$ cat config.mk
export PLATFORM = sky130hd
export DESIGN_NAME = zc_vol_ctrl
export DESIGN_NICKNAME = d
export VERILOG_FILES = /design/src/rtl/zc_vol_ctrl.sv
export SDC_FILE = /design/constraint.sdc
export NUM_CORES = 1
export LEC_CHECK = 0
export BUFFER_PORTS_ARGS = -buffer_cell sky130_fd_sc_hd__buf_2
export CAP_MARGIN = 5
export CORE_MARGIN = 2
export CORE_UTILIZATION = 50
export DETAILED_ROUTE_END_ITERATION = 16
export PLACE_DENSITY = 0.8
export SYNTH_ARGS = -nofsm -noshare
export SYNTH_HDL_FRONTEND = slang
export SYNTH_SLANG_ARGS = --single-unit
$ cat constraint.sdc
create_clock -name clk -period 3.4 [get_ports clk]
set_input_delay 0.68 -clock clk [delete_from_list [all_inputs] [get_ports clk]]
set_output_delay 0.68 -clock clk [all_outputs]
set_load 0.02 [all_outputs]
$ cat src/rtl/zc_vol_ctrl.sv
module zc_vol_ctrl #(
  parameter int NCH     = 6,
  parameter int SW      = 20,
  parameter int AW      = 7,
  parameter int ATT_MAX = 86,
  parameter int TW      = 9
) (
  input  logic              clk,
  input  logic              rst_n,
  input  logic              frame_stb,
  input  logic [NCH*SW-1:0] smp_i,
  input  logic [NCH*AW-1:0] att_req,
  input  logic [NCH-1:0]    mute_req,
  input  logic [NCH-1:0]    req_ld,
  input  logic              zc_off,
  input  logic              auto_en,
  input  logic              clk_err,
  output logic [NCH*AW-1:0] att_o,
  output logic [NCH-1:0]    mute_o,
  output logic [NCH-1:0]    acc
);
  localparam int RW = TW + 1;
  localparam logic [RW-1:0] RUN_LIM = RW'(1) << TW;
  localparam logic [AW-1:0] AMAX = AW'(ATT_MAX);

  logic [AW-1:0] att_q [NCH];
  logic [AW-1:0] pend_a [NCH];
  logic [NCH-1:0] mute_q, pend_m, wrap1, sgn_q, zc, silent;
  logic [TW-1:0] fcnt;
  logic [RW-1:0] run;
  logic fwrap, auto_m;

  function automatic logic [AW-1:0] clamp(input logic [AW-1:0] v);
    return (v > AMAX) ? AMAX : v;
  endfunction

  assign fwrap  = &fcnt;
  assign auto_m = auto_en && (run == RUN_LIM);
  assign mute_o = mute_q | {NCH{auto_m | clk_err}};

  always_comb begin
    for (int i = 0; i < NCH; i++) begin
      zc[i]     = (smp_i[i*SW +: SW] == '0) || (smp_i[i*SW+SW-1] != sgn_q[i]);
      silent[i] = (smp_i[i*SW +: SW] == '0) || (&smp_i[i*SW +: SW]);
      att_o[i*AW +: AW] = att_q[i];
    end
  end

  always_ff @(posedge clk) begin
    if (!rst_n) begin
      fcnt   <= '0;
      run    <= '0;
      sgn_q  <= '0;
      mute_q <= '0;
      pend_m <= '0;
      wrap1  <= '0;
      acc    <= '0;
      for (int i = 0; i < NCH; i++) begin
        att_q[i]  <= '0;
        pend_a[i] <= '0;
      end
    end else begin
      if (frame_stb) begin
        fcnt <= fcnt + 1'b1;
        for (int i = 0; i < NCH; i++) sgn_q[i] <= smp_i[i*SW+SW-1];
        if (&silent) begin
          if (run != RUN_LIM) run <= run + 1'b1;
        end else begin
          run <= '0;
        end
      end
      for (int i = 0; i < NCH; i++) begin
        if (req_ld[i]) begin
          pend_a[i] <= clamp(att_req[i*AW +: AW]);
          pend_m[i] <= mute_req[i];
          wrap1[i]  <= 1'b0;
          if (zc_off) begin
            att_q[i]  <= clamp(att_req[i*AW +: AW]);
            mute_q[i] <= mute_req[i];
            acc[i]    <= 1'b0;
          end else begin
            acc[i] <= 1'b1;
          end
        end else if (acc[i]) begin
          if (zc_off || (frame_stb && (zc[i] || (wrap1[i] && fwrap)))) begin
            att_q[i]  <= pend_a[i];
            mute_q[i] <= pend_m[i];
            acc[i]    <= 1'b0;
          end else if (frame_stb && fwrap) begin
            wrap1[i] <= 1'b1;
          end
        end
      end
    end
  end
endmodule

Word level (Yosys, flattened, before mapping)
Memories as Yosys holds them, arrays and structs flattened.
Index checks and enable logic that the tools add are counted.
{ "op_classes": {"bitwise_logic": 27, "add_sub_neg": 2, "n_reduce_logical": 83, "n_eq_ne": 15, "magnitude_cmp": 6, "mux": 137} }
{ "op_table": {"columns": ["operator", "count"], "rows": [
  ["$mux W7", 24],
  ["$logic_not A20 Y1", 6],
  ["$reduce_and A20 Y1", 6],
  ["$mux W1", 111],
  ["$gt A7 B7 Y1 const B", 6],
  ["$reduce_and A3 Y1", 12],
  ["$logic_or A1 B1 Y1", 24],
  ["$reduce_bool A2 Y1", 12],
  ["$mux W10", 2],
  ["$or A1 B1 Y1", 19],
  ["$logic_and A1 B1 Y1", 14],
  ["$ne A2 B1 Y1 const B", 7],
  ["$reduce_or A2 Y1", 6],
  ["$add A10 B1 Y10 const B", 1],
  ["$eq A10 B10 Y1 const B", 1],
  ["$ne A10 B10 Y1 const B", 1],
  ["$add A9 B1 Y9 const B", 1],
  ["$reduce_and A9 Y1", 1],
  ["$not A1 Y1", 7],
  ["$ne A1 B1 Y1", 6],
  ["$or A6 B6 Y6", 1],
  ["$reduce_and A6 Y1", 1],
  ["$reduce_and A2 Y1", 1]
]} }
{ "word_totals": {"ram_bits": 84, "n_memories": 2, "elab_cells": 294, "regBits": 49, "inputBits": 180} }
{ "memory_table": {"columns": ["name", "words", "width", "rd", "rd_clocked_by_memory_dff", "write_ports", "line", "source"], "rows": [
  ["att_q", 6, 7, 6, 0, 6, "26", "logic [AW-1:0] att_q [NCH];"],
  ["pend_a", 6, 7, 6, 0, 6, "27", "logic [AW-1:0] pend_a [NCH];"]
]} }

Depth between registers and ports, before layout
Gate-level depths: netlist of the first run.
{ "depth": {"ltp_word": 11, "depth_mapped": 10} }

Least setup slack after synthesis of the first run
Ideal clock, no wire load.
{ "synth_timing": {"kind": "input to register", "start": "input smp_i[11]", "end": "memory att_q[0][0] (enable)", "t_arrival_ps": 2202, "slack_ps": 866, "path_stages": 6, "setup_time_ps": 332, "path_cell_list": "nor4_1 -> nand3_1 -> o21ai_0 -> a21oi_1 -> nor3b_1 -> nand3b_1"} }
{ "synth_rtl": {"columns": ["item", "line", "source"], "rows": [
  ["from (decl)", "11", "input logic [NCH*SW-1:0] smp_i,"],
  ["to (decl)", "26", null]
]} }

Worst setup path after layout of the first run
{ "layout_timing": {"start": "register run[0]", "end": "output mute_o[1]"} }
{ "layout_via": {"elab_chain_len": 4} }
{ "layout_rtl": {"columns": ["item", "line", "source"], "rows": [
  ["from (decl)", "30", "logic [RW-1:0] run;"],
  ["from (signal assigned)", "67", "if (run != RUN_LIM) run <= run + 1'b1;"],
  ["$eq A10 B10 Y1", "38", "assign auto_m = auto_en && (run == RUN_LIM);"],
  ["$logic_and A1 B1 Y1", "38", null],
  ["$or A1 B1 Y1", "39", "assign mute_o = mute_q | {NCH{auto_m | clk_err}};"],
  ["$or A6 B6 Y6", "39", null],
  ["to (decl)", "19", "output logic [NCH-1:0] mute_o,"]
]} }
Every way passes these cells.

==> qor.csv, run 1 <==
metric,value,unit
power_leakage,0.003444,uW
hpwl,12020,um
avgSynthCellArea,10.29,um^2
die_height,117.9,um
crit_path_max_fanout,6,
wl_per_cell,14.64,um
cts.path.max_buffers,2,
portBuffers,233,
ys_ff_latch,133,
fin_crit,3.049,ns
ctsHoldBuffers,0,
htree_levels,4,
cpPeakStageDelay,0.60,ns
ff2ff_setup_slack,0.65,ns
layout_commonest_cell,buf_2,
pin_count,234,
ys_seq_area_frac,0.5403,
path_clk_slew,0.06,ns
synth_cell_types,45,
power_density,478.2,nW/um^2
crit_path_start_kind,flop,
core-area,12620,um^2
slew_violations,0,
setup_tns,0,ns
switchingPower,940.1,uW
vias_per_cell,5.453,
synth_area,6484,um^2
crit_type,reg -> out,
endpoint_kind,output port,
timing.final.ws_setup,0.3509,ns
track_usage,0.2247,
p_clk_frac,0.421,
initial_core_util,0.5138,
cap_violations,0,
grt_pass1_vias,5447,
ant_nets,0,
drc,0,
status,completed,
antenna_found_initial,0,
cp.required,2.72,ns
synth_nets,814,
fp-row-count,41,
finClkSkew,0.008777,ns
min_path_type,reg -> reg,
gp_congestion,0.8364,
grt_max_degree,30,
cp_num_buf_inv,2,
sw_frac_of_total,0.2339,
synth_ff_type,edfxtp_1,
grt_pass1_wl,25170,um
cts_tree,yes,
overflow,0,
rsz0062_at_grt,no,
synth_cells,630,
yosysWarnings,0,
synth_enable_flop_cells,84,
crit_arrival,2.37,ns
cts_buffers,17,
setup_violations,0,
cts-root-buf,clkbuf_16,
postCtsResizedCells,0,
vias,5775,
antennaDiodeCount,0,
async_flop_share,0,
vdd_drop_max,0.0003387,V
insertion_delay,0.41,ns
die_w,117.9,um
pre_cts_slack,0.6316,ns
final_cell_mix,"233 x buf_2, 84 x edfxtp_1, 69 x nor2_1, 49 x dfxtp_1, 42 x nand2_1",
finalHoldViolCount,0,
min_period_over_period,0.8968,
path_delay_family,compound AO/OA/AOI/OAI gates,
power.share.combinational,0.117,
cts_setup_buffers,0,
crit_slowest_cell,a21oi_1,
drt-total-wl,15500,um
slew-limit-headroom,0.5219,
max_freq,328.0,MHz
p_int,3079,uW
nFillCells,1049,
syn2layout_area_growth,29.64,%
die_area,13890,um^2
nets,1058,
seq_power_share,0.462,
drive_gt1_frac,0.3202,
clock_sinks,133,
drt_iter0_markers,369,
drt_first_pass_iters,5,
tightest_slew,0.7172,ns
crit_chain,"inv_1, ha_1, nor2b_1, and4_1, a21oi_1, nand2b_1, buf_2",
[layout make-up]
| cell class | count | area, um^2 | area share |
|---|---|---|---|
| Timing Repair Buffer | 241 | 1226 | 0.1459 |
| Multi-Input combinational cell | 472 | 2879 | 0.3425 |
| Clock buffer | 20 | 436.7 | 0.05195 |
| Tap cell | 172 | 215.2 | 0.02560 |
| Sequential cell | 133 | 3503 | 0.4168 |
| Clock inverter | 12 | 111.4 | 0.01325 |
| Inverter | 9 | 33.78 | 0.004019 |
[power groups by stage]
stage / logic [uW] / registers [uW] / clock network, uW
CTS: 471 / 1860 / 1720
finish: 469 / 1860 / 1690
detailed placement: 469 / 1890 / 0
global route: 515 / 1870 / 1790
floorplan: 189 / 1940 / 0
global placement: 462 / 1890 / 0
[per-layer routing]
metal / track usage / part of all wire / wire [um] / up-vias
li1: - / - / - / 2879
met2: 0.3866 / 0.49 / 7622 / 203
met4: 0.09337 / 0.024 / 365 / 0
met5: 0 / 0 / 0 / -
met3: 0.03731 / 0.052 / 812 / 33
met1: 0.2805 / 0.43 / 6703 / 2660
[Yosys cell counts (3+ instances only)]
cell	instances	area, um^2
inv_1	9	33.78
nor2_1	69	259.0
nand2b_1	18	112.6
nand3_1	16	80.08
o21a_1	8	60.06
mux2i_1	14	140.1
o311a_1	4	40.04
dfxtp_1	49	980.9
a21oi_1	36	180.2
xnor2_1	3	26.28
a21boi_0	3	22.52
and3_1	7	43.79
o21bai_1	4	30.03
a31o_2	6	52.55
nand2_1	42	157.7
xor2_1	7	61.31
and2_1	10	62.56
nand3b_1	10	75.07
buf_1	4	15.01
nand4_1	34	212.7
a31oi_1	6	37.54
edfxtp_1	84	2522
nor2b_1	34	212.7
nor3b_1	22	165.2
clkbuf_1	11	41.29
ha_1	4	50.05
o21ai_0	30	150.1
o2bb2ai_1	3	26.28
nor3_1	5	25.02
a22o_1	19	166.4
nor4_1	32	200.2
or3_1	7	43.79
mux2_2	6	67.56
[worst paths after layout]
path / start / to / depth (start not counted)
worst max-delay path: run[0] / mute_o[1] / 7
worst min-delay path: mute_q[2] / mute_q[2] / 2
worst max register to register: fcnt[0] / att_q[4][6] / 10
worst min register to register: mute_q[2] / mute_q[2] / 2
[sequential cells by signal, indices dropped and copies added (netlist names)]
signal / flops
run: 10
fcnt: 9
wrap1: 6
acc: 6
pend_m: 6
sgn_q: 6
mute_q: 6
att_q: 42
pend_a: 42
[cell families (layout without fill, tap and decap cells)]
| group | after synthesis | after routing | share of synthesized area |
|---|---|---|---|
| AOI/OAI and AO/OA | 126 | 126 | 0.1264 |
| xor gates and xnor gates | 10 | 10 | 0.01351 |
| adders and majority gates | 4 | 4 | 0.007719 |
| buffers and inverters | 25 | 282 | 0.01563 |
| DFF | 133 | 133 | 0.5403 |
| muxes | 20 | 20 | 0.03203 |
| and+or+nand+nor | 312 | 312 | 0.2644 |
[through the flow]
stage / cell area (um^2) / std cells / util / power (uW) / hold WS, ns
global route: 8406 / 1059 / 0.6661 / 4167 / 0.5152
detailed placement: 7858 / 1027 / 0.6226 / 2358 / 0.4759
CTS: 8406 / 1059 / 0.6661 / 4049 / 0.4834
global placement: 7858 / 1027 / 0.6226 / 2347 / 0.4863
floorplan: 6484 / 630 / - / 2125 / 0.4371
finish: 8406 / 1059 / 0.6661 / 4019 / 0.4837
[worst reg2reg max path: cells and delay by family, from the launching register on]
| kind | cells | cell delay, ns |
|---|---|---|
| buffers and inverters | 1 | 0.20 |
| adder cells (fa/ha/maj) | 2 | 0.51 |
| flip-flops | 1 | 0.33 |
| AO/OA/AOI/OAI | 3 | 0.77 |
| AND/OR/NAND/NOR | 4 | 0.60 |
No activity file was read; power rests on OpenSTA's default activity.
==> run 2: changes to the inputs <==
--- a/config.mk
+++ b/config.mk
@@ -7,7 +7,7 @@
 export LEC_CHECK = 0
 export BUFFER_PORTS_ARGS = -buffer_cell sky130_fd_sc_hd__buf_2
 export CAP_MARGIN = 5
-export CORE_MARGIN = 2
+export CORE_MARGIN = 1
 export CORE_UTILIZATION = 50
 export DETAILED_ROUTE_END_ITERATION = 16
 export PLACE_DENSITY = 0.8
==> run 2 against run 1 <==
Compared with the run above:
- sequential share of layout area fell by 0.24 points
- register-to-register slack better by 0.06 ns
- worst hold slack better by 0.011 ns
- largest power group unchanged
==> qor.csv, run 2 (same netlist as run 1, synthesis figures left out) <==
metric,value,unit
portBuffers,233,
crit_arrival,2.76,ns
antenna_found_initial,0,
slew_violations,0,
status,completed,
htree_levels,4,
design_area,8454,um^2
crit_path_start_kind,flop,
cp_num_buf_inv,1,
grt_max_degree,33,
cpPeakStageDelay,0.47,ns
top_regs,"att_q x42, pend_a x42, run x10",
finalHoldViolCount,0,
wl_per_cell,14.35,um
finClkSkew,0.009146,ns
cts-root-buf,clkbuf_16,
endpoint_kind,flop,
track_usage,0.2312,
hpwl,11620,um
cts_buffers,17,
cts_tree,yes,
placed_cells,1029,
fp-row-count,41,
final_cell_mix,"233 x buf_2, 84 x edfxtp_1, 69 x nor2_1, 49 x dfxtp_1, 42 x nand2_1",
post_dp_cell_area,7873,um^2
setup_tns,0,ns
setup_violations,0,
path_delay_family,compound AO/OA/AOI/OAI gates,
initial_core_util,0.5138,
syn2layout_area_growth,30.39,%
p_int,3101,uW
p_clk_frac,0.434,
fin_util,0.6699,
nets,1060,
drive_gt1_frac,0.3285,
cp.required,3.48,ns
power_leakage,0.003459,uW
overflow,0,
grt_pass1_wl,24030,um
min_path_type,reg -> reg,
vias_per_cell,5.500,
grt_pass1_vias,5256,
sw_frac_of_total,0.2449,
core-area,12620,um^2
vias,5836,
crit_chain,"ha_1, nand3_1, nor2_1, ha_1, a21oi_1, o21ai_0, a21oi_1, nor3b_1, buf_4, nand3b_1",
ctsHoldBuffers,0,
layoutNonFillerInstCount,1061,
vdd_drop_max,0.0003318,V
die_w,115.9,um
die_height,115.9,um
switchingPower,1006,uW
ant_nets,0,
seq_power_share,0.451,
power_density,485.7,nW/um^2
rsz0062_at_grt,no,
max_freq,372.4,MHz
slew-limit-headroom,0.5623,
drt_first_pass_iters,4,
crit_slowest_cell,a21oi_1,
cts.path.max_buffers,2,
antennaDiodeCount,0,
pin_count,234,
cap_violations,0,
drc,0,
crit_type,reg -> reg,
power.share.combinational,0.115,
fin_crit,2.685,ns
insertion_delay,0.41,ns
drt_iter0_markers,425,
cts_setup_buffers,0,
min_period_over_period,0.7898,
postCtsResizedCells,0,
die_area,13430,um^2
gp_congestion,0.8667,
clock_sinks,133,
layout_commonest_cell,buf_2,
path_clk_slew,0.06,ns
crit_path_max_fanout,8,
tightest_slew,0.6537,ns
drt-total-wl,15220,um
-- run 2: cell types whose count changed in the layout (fill, tap and decap cells not counted) --
cell and delta:
clkinvlp_4 +3, clkinv_2 -2, inv_6 +2, clkinv_4 +3, clkinv_1 -4, buf_4 +2
clkbuf_1 -2
-- run 2: cell type report --
class                   count  area [um^2]
clock buffers              18        429.2
clock inverters            14        152.6
fillers                  1072         4165
inverters                   9        33.78
multi-input cells         472         2879
flip-flops and latches    133         3503
well taps                 172        215.2
repair buffers            243         1241
-- run 2: per-stage QoR --
stage          total power (uW)  hold WS (ns)  setup WS [ns]
2_1_floorplan              2125        0.4371         0.8660
3_3_place_gp               2346        0.4708         0.5223
3_5_place_dp               2358        0.4884         0.4736
4_1_cts                    4124        0.4960         0.6856
5_1_grt                    4261        0.5317         0.4778
6_report                   4106        0.4946         0.7148
-- run 2: power by group through the flow --
stage | sequential [uW] | clock, uW | combinational, uW
6_report | 1850 | 1780 | 470
3_3_place_gp | 1880 | 0 | 462
3_5_place_dp | 1890 | 0 | 470
2_1_floorplan | 1940 | 0 | 189
5_1_grt | 1860 | 1880 | 518
4_1_cts | 1850 | 1800 | 472
-- run 2: worst paths after layout --
check / start / to / slack (ns) / cells past startpoint
max: fcnt[0] / att_q[4][0] / 0.71 / 10
min: mute_q[2] / mute_q[2] / 0.49 / 2
max reg2reg: fcnt[0] / att_q[4][0] / 0.71 / 10
min reg2reg: mute_q[2] / mute_q[2] / 0.49 / 2
-- run 2: tightest hold or removal path, stage by stage, from the launching register on --
cell and delay [ns]:
dfxtp_1 0.31, nor2_1 0.09, a21oi_1 0.05
-- run 2: routing by layer --
| layer | global-route usage | part of all wire | vias up |
|---|---|---|---|
| li1 | - | - | 2886 |
| met1 | 0.2874 | 0.42 | 2704 |
| met2 | 0.3909 | 0.50 | 218 |
| met3 | 0.05021 | 0.058 | 28 |
| met4 | 0.09402 | 0.020 | 0 |
| met5 | 0 | 0 | - |
